### src/rtl/nor_pio_pkg.sv
package nor_pio_pkg;

  // Command register bit positions (host visible)
  localparam int OP_READ   = 0;
  localparam int OP_STAT   = 1;
  localparam int OP_PRG    = 2;
  localparam int OP_WRITE  = 4;
  localparam int OP_WRSR   = 5;
  localparam int OP_AUTO   = 7;
  localparam logic [7:0] OP_MASK = 8'h37;

  // Register offsets
  localparam logic [7:0] OFF_CMD     = 8'h00;
  localparam logic [7:0] OFF_COUNT   = 8'h04;
  localparam logic [7:0] OFF_STATUS  = 8'h08;
  localparam logic [7:0] OFF_RDATA   = 8'h0C;
  localparam logic [7:0] OFF_ADDR    = 8'h10;
  localparam logic [7:0] OFF_WDATA   = 8'h1C;
  localparam logic [7:0] OFF_PRG     = 8'h20;
  localparam logic [7:0] OFF_PROTECT = 8'hC4;

  localparam logic [31:0] PROTECT_KEY = 32'h30;

  typedef enum logic [2:0] {
    FR_READ, FR_STATUS, FR_PROG, FR_WREN, FR_PAGE, FR_WRSR
  } frameSel_t;

  typedef struct packed {
    logic      frameStart;
    frameSel_t frameSel;
    logic      capRead;
    logic      capStatus;
    logic      addrInc;
  } ctrlStrobe_t;

endpackage

### src/rtl/nor_pio_dp.sv
module nor_pio_dp
  import nor_pio_pkg::*;
#(
  parameter int CLK_DIV_LOG2 = 1,
  parameter int PRG_N        = 6
) (
  input  logic        clk,
  input  logic        rstN,
  input  logic        regWrEn,
  input  logic [7:0]  regAddr,
  input  logic [31:0] regWdata,
  input  ctrlStrobe_t strobe,
  input  logic [7:0]  cmdReg,
  output logic [31:0] regRdata,
  output logic        frameDone,
  output logic        protectOk,
  output logic        prgCountOk,
  output logic        spiCsN,
  output logic        spiSck,
  output logic        spiMosi,
  input  logic        spiMiso
);

  localparam int FRAME_W = PRG_N * 8;
  localparam int LEN_W   = $clog2(FRAME_W + 1);
  localparam int HALF    = 1 << CLK_DIV_LOG2;
  localparam int PH_W    = (CLK_DIV_LOG2 > 0) ? CLK_DIV_LOG2 : 1;
  localparam int ADDR_B  = 3;

  logic [7:0]           bitCount;
  logic [7:0]           statusByte;
  logic [7:0]           readByte;
  logic [7:0]           writeByte;
  logic [ADDR_B*8-1:0]  addrReg;
  logic [ADDR_B*8-1:0]  addrNext;
  logic [FRAME_W-1:0]   prgFlat;
  logic [31:0]          protectReg;

  // Serial engine state
  logic                 active;
  logic                 sckReg;
  logic [PH_W-1:0]      phase;
  logic [FRAME_W-1:0]   shiftReg;
  logic [LEN_W-1:0]     bitsLeft;
  logic [7:0]           rxShift;
  logic                 tick;
  logic [FRAME_W-1:0]   frameVec;
  logic [LEN_W-1:0]     frameLen;

  assign protectOk  = (protectReg == PROTECT_KEY);
  assign prgCountOk = (bitCount != 8'd0) && (bitCount <= 8'(FRAME_W));

  // Host register writes
  always_ff @(posedge clk) begin
    if (!rstN) begin
      bitCount   <= '0;
      writeByte  <= '0;
      protectReg <= '0;
      prgFlat    <= '0;
    end else if (regWrEn) begin
      if (regAddr == OFF_COUNT)   bitCount   <= regWdata[7:0];
      if (regAddr == OFF_WDATA)   writeByte  <= regWdata[7:0];
      if (regAddr == OFF_PROTECT) protectReg <= regWdata;
      for (int k = 0; k < PRG_N; k++) begin
        if (regAddr == OFF_PRG + 8'(4 * k)) prgFlat[8*k +: 8] <= regWdata[7:0];
      end
    end
  end

  // Address: increment first, then any host byte write overrides its byte
  always_comb begin
    addrNext = strobe.addrInc ? addrReg + 1'b1 : addrReg;
    for (int k = 0; k < ADDR_B; k++) begin
      if (regWrEn && regAddr == OFF_ADDR + 8'(4 * k)) addrNext[8*k +: 8] = regWdata[7:0];
    end
  end

  always_ff @(posedge clk) begin
    if (!rstN) begin
      addrReg    <= '0;
      readByte   <= '0;
      statusByte <= '0;
    end else begin
      addrReg <= addrNext;
      if (strobe.capRead)   readByte   <= rxShift;
      if (strobe.capStatus) statusByte <= rxShift;
    end
  end

  // Frame contents, MSB aligned
  always_comb begin
    frameVec = '0;
    frameLen = '0;
    unique case (strobe.frameSel)
      FR_READ:   begin frameVec = {8'h03, addrReg, {(FRAME_W-32){1'b0}}}; frameLen = LEN_W'(40); end
      FR_STATUS: begin frameVec = {8'h05, {(FRAME_W-8){1'b0}}};           frameLen = LEN_W'(16); end
      FR_PROG:   begin frameVec = prgFlat;                                frameLen = bitCount[LEN_W-1:0]; end
      FR_WREN:   begin frameVec = {8'h06, {(FRAME_W-8){1'b0}}};           frameLen = LEN_W'(8); end
      FR_PAGE:   begin frameVec = {8'h02, addrReg, writeByte, {(FRAME_W-40){1'b0}}}; frameLen = LEN_W'(40); end
      FR_WRSR:   begin frameVec = {8'h01, writeByte, {(FRAME_W-16){1'b0}}}; frameLen = LEN_W'(16); end
      default:   begin frameVec = '0; frameLen = '0; end
    endcase
  end

  assign tick      = active && (phase == PH_W'(HALF - 1));
  assign frameDone = tick && sckReg && (bitsLeft == LEN_W'(1));

  always_ff @(posedge clk) begin
    if (!rstN) begin
      active   <= 1'b0;
      sckReg   <= 1'b0;
      phase    <= '0;
      shiftReg <= '0;
      bitsLeft <= '0;
      rxShift  <= '0;
    end else if (strobe.frameStart) begin
      active   <= 1'b1;
      sckReg   <= 1'b0;
      phase    <= '0;
      shiftReg <= frameVec;
      bitsLeft <= frameLen;
    end else if (active) begin
      if (tick) begin
        phase <= '0;
        if (!sckReg) begin
          sckReg  <= 1'b1;
          rxShift <= {rxShift[6:0], spiMiso};
        end else begin
          sckReg   <= 1'b0;
          shiftReg <= shiftReg << 1;
          bitsLeft <= bitsLeft - 1'b1;
          if (bitsLeft == LEN_W'(1)) active <= 1'b0;
        end
      end else begin
        phase <= phase + 1'b1;
      end
    end
  end

  assign spiCsN  = !active;
  assign spiSck  = sckReg;
  assign spiMosi = active & shiftReg[FRAME_W-1];

  // Register read mux
  always_comb begin
    regRdata = '0;
    case (regAddr)
      OFF_CMD:       regRdata = {24'h0, cmdReg};
      OFF_COUNT:     regRdata = {24'h0, bitCount};
      OFF_STATUS:    regRdata = {24'h0, statusByte};
      OFF_RDATA:     regRdata = {24'h0, readByte};
      OFF_WDATA:     regRdata = {24'h0, writeByte};
      OFF_PROTECT:   regRdata = protectReg;
      default:       regRdata = '0;
    endcase
    for (int k = 0; k < ADDR_B; k++) begin
      if (regAddr == OFF_ADDR + 8'(4 * k)) regRdata = {24'h0, addrReg[8*k +: 8]};
    end
    for (int k = 0; k < PRG_N; k++) begin
      if (regAddr == OFF_PRG + 8'(4 * k)) regRdata = {24'h0, prgFlat[8*k +: 8]};
    end
  end

endmodule

### src/rtl/nor_pio_ctl.sv
module nor_pio_ctl
  import nor_pio_pkg::*;
(
  input  logic        clk,
  input  logic        rstN,
  input  logic        regWrEn,
  input  logic [7:0]  regAddr,
  input  logic [7:0]  regWbyte,
  input  logic        protectOk,
  input  logic        prgCountOk,
  input  logic        frameDone,
  output ctrlStrobe_t strobe,
  output logic [7:0]  cmdReg
);

  typedef enum logic [2:0] {S_IDLE, S_LAUNCH1, S_RUN1, S_LAUNCH2, S_RUN2} state_t;

  state_t     state;
  logic [7:0] opBits;
  logic [7:0] opPick;
  logic       accept;
  logic       twoFrame;
  logic       prgSkip;

  assign opBits   = regWbyte & OP_MASK;
  assign opPick   = opBits & (~opBits + 8'd1);
  assign accept   = (state == S_IDLE) && regWrEn && (regAddr == OFF_CMD) && protectOk && (opPick != 8'd0);
  assign twoFrame = cmdReg[OP_WRITE] | cmdReg[OP_WRSR];
  assign prgSkip  = cmdReg[OP_PRG] && !prgCountOk;

  always_ff @(posedge clk) begin
    if (!rstN) begin
      state  <= S_IDLE;
      cmdReg <= '0;
    end else begin
      unique case (state)
        S_IDLE: if (accept) begin
          cmdReg <= opPick | {regWbyte[OP_AUTO], 7'h0};
          state  <= S_LAUNCH1;
        end
        S_LAUNCH1: if (prgSkip) begin
          cmdReg <= '0;
          state  <= S_IDLE;
        end else begin
          state <= S_RUN1;
        end
        S_RUN1: if (frameDone) begin
          if (twoFrame) state <= S_LAUNCH2;
          else begin
            cmdReg <= '0;
            state  <= S_IDLE;
          end
        end
        S_LAUNCH2: state <= S_RUN2;
        S_RUN2: if (frameDone) begin
          cmdReg <= '0;
          state  <= S_IDLE;
        end
        default: state <= S_IDLE;
      endcase
    end
  end

  always_comb begin
    strobe = '0;
    strobe.frameSel = FR_READ;
    if (state == S_LAUNCH1) begin
      strobe.frameStart = !prgSkip;
      if (cmdReg[OP_STAT])     strobe.frameSel = FR_STATUS;
      else if (cmdReg[OP_PRG]) strobe.frameSel = FR_PROG;
      else if (twoFrame)       strobe.frameSel = FR_WREN;
    end else if (state == S_LAUNCH2) begin
      strobe.frameStart = 1'b1;
      strobe.frameSel   = cmdReg[OP_WRSR] ? FR_WRSR : FR_PAGE;
    end
    strobe.capRead   = (state == S_RUN1) && frameDone && cmdReg[OP_READ];
    strobe.capStatus = (state == S_RUN1) && frameDone && cmdReg[OP_STAT];
    strobe.addrInc   = frameDone && cmdReg[OP_AUTO] &&
                       (((state == S_RUN1) && cmdReg[OP_READ]) ||
                        ((state == S_RUN2) && cmdReg[OP_WRITE]));
  end

endmodule

### src/rtl/nor_pio_ctrl.sv
module nor_pio_ctrl
  import nor_pio_pkg::*;
#(
  parameter int CLK_DIV_LOG2 = 1
) (
  input  logic        clk,
  input  logic        rstN,
  input  logic        regWrEn,
  input  logic [7:0]  regAddr,
  input  logic [31:0] regWdata,
  output logic [31:0] regRdata,
  output logic        spiCsN,
  output logic        spiSck,
  output logic        spiMosi,
  input  logic        spiMiso
);

  ctrlStrobe_t strobe;
  logic [7:0]  cmdReg;
  logic        frameDone;
  logic        protectOk;
  logic        prgCountOk;

  nor_pio_ctl u_ctl (
    .clk        (clk),
    .rstN       (rstN),
    .regWrEn    (regWrEn),
    .regAddr    (regAddr),
    .regWbyte   (regWdata[7:0]),
    .protectOk  (protectOk),
    .prgCountOk (prgCountOk),
    .frameDone  (frameDone),
    .strobe     (strobe),
    .cmdReg     (cmdReg)
  );

  nor_pio_dp #(.CLK_DIV_LOG2(CLK_DIV_LOG2), .PRG_N(6)) u_dp (
    .clk        (clk),
    .rstN       (rstN),
    .regWrEn    (regWrEn),
    .regAddr    (regAddr),
    .regWdata   (regWdata),
    .strobe     (strobe),
    .cmdReg     (cmdReg),
    .regRdata   (regRdata),
    .frameDone  (frameDone),
    .protectOk  (protectOk),
    .prgCountOk (prgCountOk),
    .spiCsN     (spiCsN),
    .spiSck     (spiSck),
    .spiMosi    (spiMosi),
    .spiMiso    (spiMiso)
  );

endmodule

### config.mk
export PLATFORM = sky130hd
export DESIGN_NAME = nor_pio_ctrl
export DESIGN_NICKNAME = d
export VERILOG_FILES = /design/src/rtl/nor_pio_pkg.sv /design/src/rtl/nor_pio_dp.sv /design/src/rtl/nor_pio_ctl.sv /design/src/rtl/nor_pio_ctrl.sv
export SDC_FILE = /design/constraint.sdc
export NUM_CORES = 1
export LEC_CHECK = 0
export ABC_CLOCK_PERIOD_IN_PS = 2300
export BUFFER_PORTS_ARGS = -buffer_cell sky130_fd_sc_hd__buf_2
export CORE_MARGIN = 4
export CORE_UTILIZATION = 40
export CTS_CLUSTER_DIAMETER = 30
export DETAILED_ROUTE_END_ITERATION = 8
export HOLD_SLACK_MARGIN = 0.15
export PLACE_DENSITY_LB_ADDON = 0.15
export SLEW_MARGIN = 10
export SYNTH_ARGS = -nofsm -noshare
export SYNTH_HDL_FRONTEND = slang
export SYNTH_SLANG_ARGS = --single-unit
### constraint.sdc
create_clock -name clk -period 2.3 [get_ports clk]
set_input_delay 0 -clock clk [delete_from_list [all_inputs] [get_ports clk]]
set_output_delay 0 -clock clk [all_outputs]
set_load 0.05 [all_outputs]
==> metrics <==
endpoint type of the worst setup path=primary output; first-pass GRT wire length=roughly 66 mm; antenna violations before repair=0; GP Congestion=about 0.98; Worst VDD drop=0.600 mV; layout cells sized above 1=0.197; XOR/XNOR Fraction of Synth Area=0.0142; Syn Area/Cell=7.75 um2; total congestion overflow=0; placed inst area=approximately 0.012 mm2; Worst Setup Path Type=register to primary output; slew at the pin closest to its max-slew limit=approximately 0.57 ns; most common cell after layout, fill and taps aside=nand2_1; RSZ-0062 raised after global routing=yes; DRC viols=0; Final Instance Area=0.0148 mm2; Final Max Tran Viols=0; ANT nets after route=0; setup ws final=-0.0702 ns; Ports=between 70 and 80; Hold Crit Class=primary input to register; Post-synth ARST share=0; Longest Clk Path Bufs=3; routed len/inst=21.2 um; Pwr Total=about 0.012 W; largest net degree at the start of global routing=52; Initial DRC Count=1323; Final Hold Viols=0; Mapped Nets=between 1000 and 1500; H-tree Lvls=2; area grow syn2layout=33.7%; Num CTS Buffers=53; Die H=approximately 170 um; Via density=just under 6; final period utilization=1.03; FF-to-FF path depth=8; failing checks=negative setup slack; Compound-Gate Fraction of Synth Area=0.196; GRT Util Overall=0.272; Max-slew headroom=0.620; final-stage net count=around 1600; vias in the first global route=11100; type of origin of the critical path=register; CP Max Fanout=4; skew final=roughly 0.020 ns; synth warn=0; EDFF count, synth=0; CTS clock-pin slew for the worst setup and hold paths=approximately 0.050 ns; Post-Synth Adder-Cell Area=0.00339; mux share of post-synthesis cell area=0.0808; DP Worst Slack=-0.102 ns; CTS tree=built; Tmin final=around 2.4 ns; most frequent cells in the layout=286 x nand2_1, 208 x dfxtp_1, 137 x a21oi_1, 94 x buf_4, 89 x nand3_1; Post-Synthesis Cell Area=~0.011 mm2; Die Wd=between 150 and 200 um; initial core utilization=0.409; TNS Setup=-0.0702 ns; Syn Inst Count=between 1000 and 1500; drt total wl=roughly 43 mm; post-synthesis simple-gate area fraction=0.275; DIE AREA=0.0304 mm2; maximum clock frequency=about 0.42 GHz; Setup violations, final=1; drt pass-1 iters=8; hold path cells=6; largest family of logic cells by synthesized area=simple AND/OR/NAND/NOR gates; Distinct cells, synth=a little under 80; Worst EP required=2.30 ns; HPWL Detailed=29.5 mm; detailed-route via count=roughly 12000; crit path DAT=2.37 ns; worst skew pair latency=around 0.56 ns; num rows=60; status=complete, but fails checks; worst hold slack=0.179 ns; Seq/Total Area, Yosys=0.380; Top FF cell, synth=dfxtp_1; #FFs+latches synth=210; Leak=around 6.0 nW; Pwr Density=777 mW/mm2; core footprint=roughly 0.027 mm2; Max-Cap Viols=0; port bufs=78; clk sinks=210; ant diodes=0; CTS Root Cell=clkbuf_16
==> stage by stage <==
step                instances   util
floorplan                1429      -
global placement         1858  0.454
detailed placement       1858  0.454
CTS                      2006  0.541
global route             2008  0.546
finish                   2008  0.546
==> per-layer routing <==
metal  up-vias  global-route usage  routed length, um
li1       5478                   -                  -
met1      5608               0.395              19600
met2       479               0.414              18800
met3        85              0.0459               3220
met4         0              0.0805               1060
met5         -                   0                  0
==> power by group <==
| group | total, W | internal, W | switching (W) | leakage [nW] |
|---|---|---|---|---|
| combinational | 0.000450 | 0.000161 | 0.000289 | 3.45 |
| clock | 0.00740 | 0.00512 | 0.00228 | 0.881 |
| sequential | 0.00366 | 0.00366 | 0.00000454 | 1.69 |
| total | 0.0115 | 0.00894 | 0.00257 | 6.02 |
==> cells in the mapped netlist (10+ instances only) <==
cell type,instances,area share
nand2_1,287,0.097
dfxtp_1,210,0.38
a21oi_1,138,0.062
nand3_1,91,0.041
nor2_1,87,0.029
clkbuf_1,84,0.028
mux2i_1,77,0.070
and3_1,40,0.023
o21ai_0,40,0.018
buf_2,31,0.014
nor3_1,29,0.013
o21a_1,21,0.014
nand4_1,16,0.0090
a211oi_1,15,0.010
nor4_1,14,0.0079
inv_1,13,0.0044
a221oi_1,12,0.0095
o211ai_1,12,0.0081
nand2b_1,11,0.0062
a22oi_1,10,0.0068
a31oi_1,10,0.0056
xnor2_1,10,0.0079
==> worst paths after layout <==
kind	start	end	slack, ns
max	u_ctl.cmdReg[0]	regRdata[0]	-0.07
min	regAddr[0]	u_dp.prgFlat[7]	0.18
max reg2reg	u_dp.bitsLeft[0]	u_dp.addrReg[16]	0.09
min reg2reg	u_dp.protectReg[10]	u_dp.protectReg[10]	0.47
==> cell type report <==
type / instances / area, um2
timing repair buffer: 234 / 1820
clock inverter: 24 / 288
fill: 2589 / 12300
tap: 372 / 465
clock buffer: 71 / 1520
sequential: 210 / 4210
inverter: 14 / 55.1
multi-input combinational: 1083 / 6460
==> repair_timing <==
item | 4_1_cts | 5_1_grt
setup buffers | 0 | 1
resized for setup | 9 | 23
hold buffers | 55 | 0
endpoints found under the hold margin | 156 | 0
pin swaps | 3 | 4
endpoints found under the setup margin | 21 | 40
gates cloned | 0 | 1
==> worst max-delay path, cell delays in order, from the launching register on <==
cell and delay, ns:
dfxtp_2 0.34, mux4_2 0.54, a222oi_1 0.45, o221a_2 0.28, nor3_2 0.05, buf_6 0.17
==> sequential cells by signal (all words and copies together) (netlist names), 3 cells and up <==
signal,cells
u_dp.rxShift,8
u_dp.writeByte,8
u_dp.statusByte,8
u_dp.bitsLeft,6
u_ctl.state,3
u_dp.protectReg,32
u_dp.addrReg,24
u_dp.prgFlat,48
u_dp.readByte,8
u_dp.shiftReg,48
u_ctl.cmdReg,6
u_dp.bitCount,8
==> kinds of logic (layout without fill, tap and decap cells) <==
logic type | Yosys count | after routing
buffers and inverters | 136 | 343
flip-flops | 210 | 210
multiplexers | 86 | 86
AND/OR/NAND/NOR | 640 | 640
XOR/XNOR | 18 | 18
adder cells (fa/ha/maj) | 3 | 3
AO/OA/AOI/OAI | 336 | 336
No activity file was read; power rests on OpenSTA's default activity.
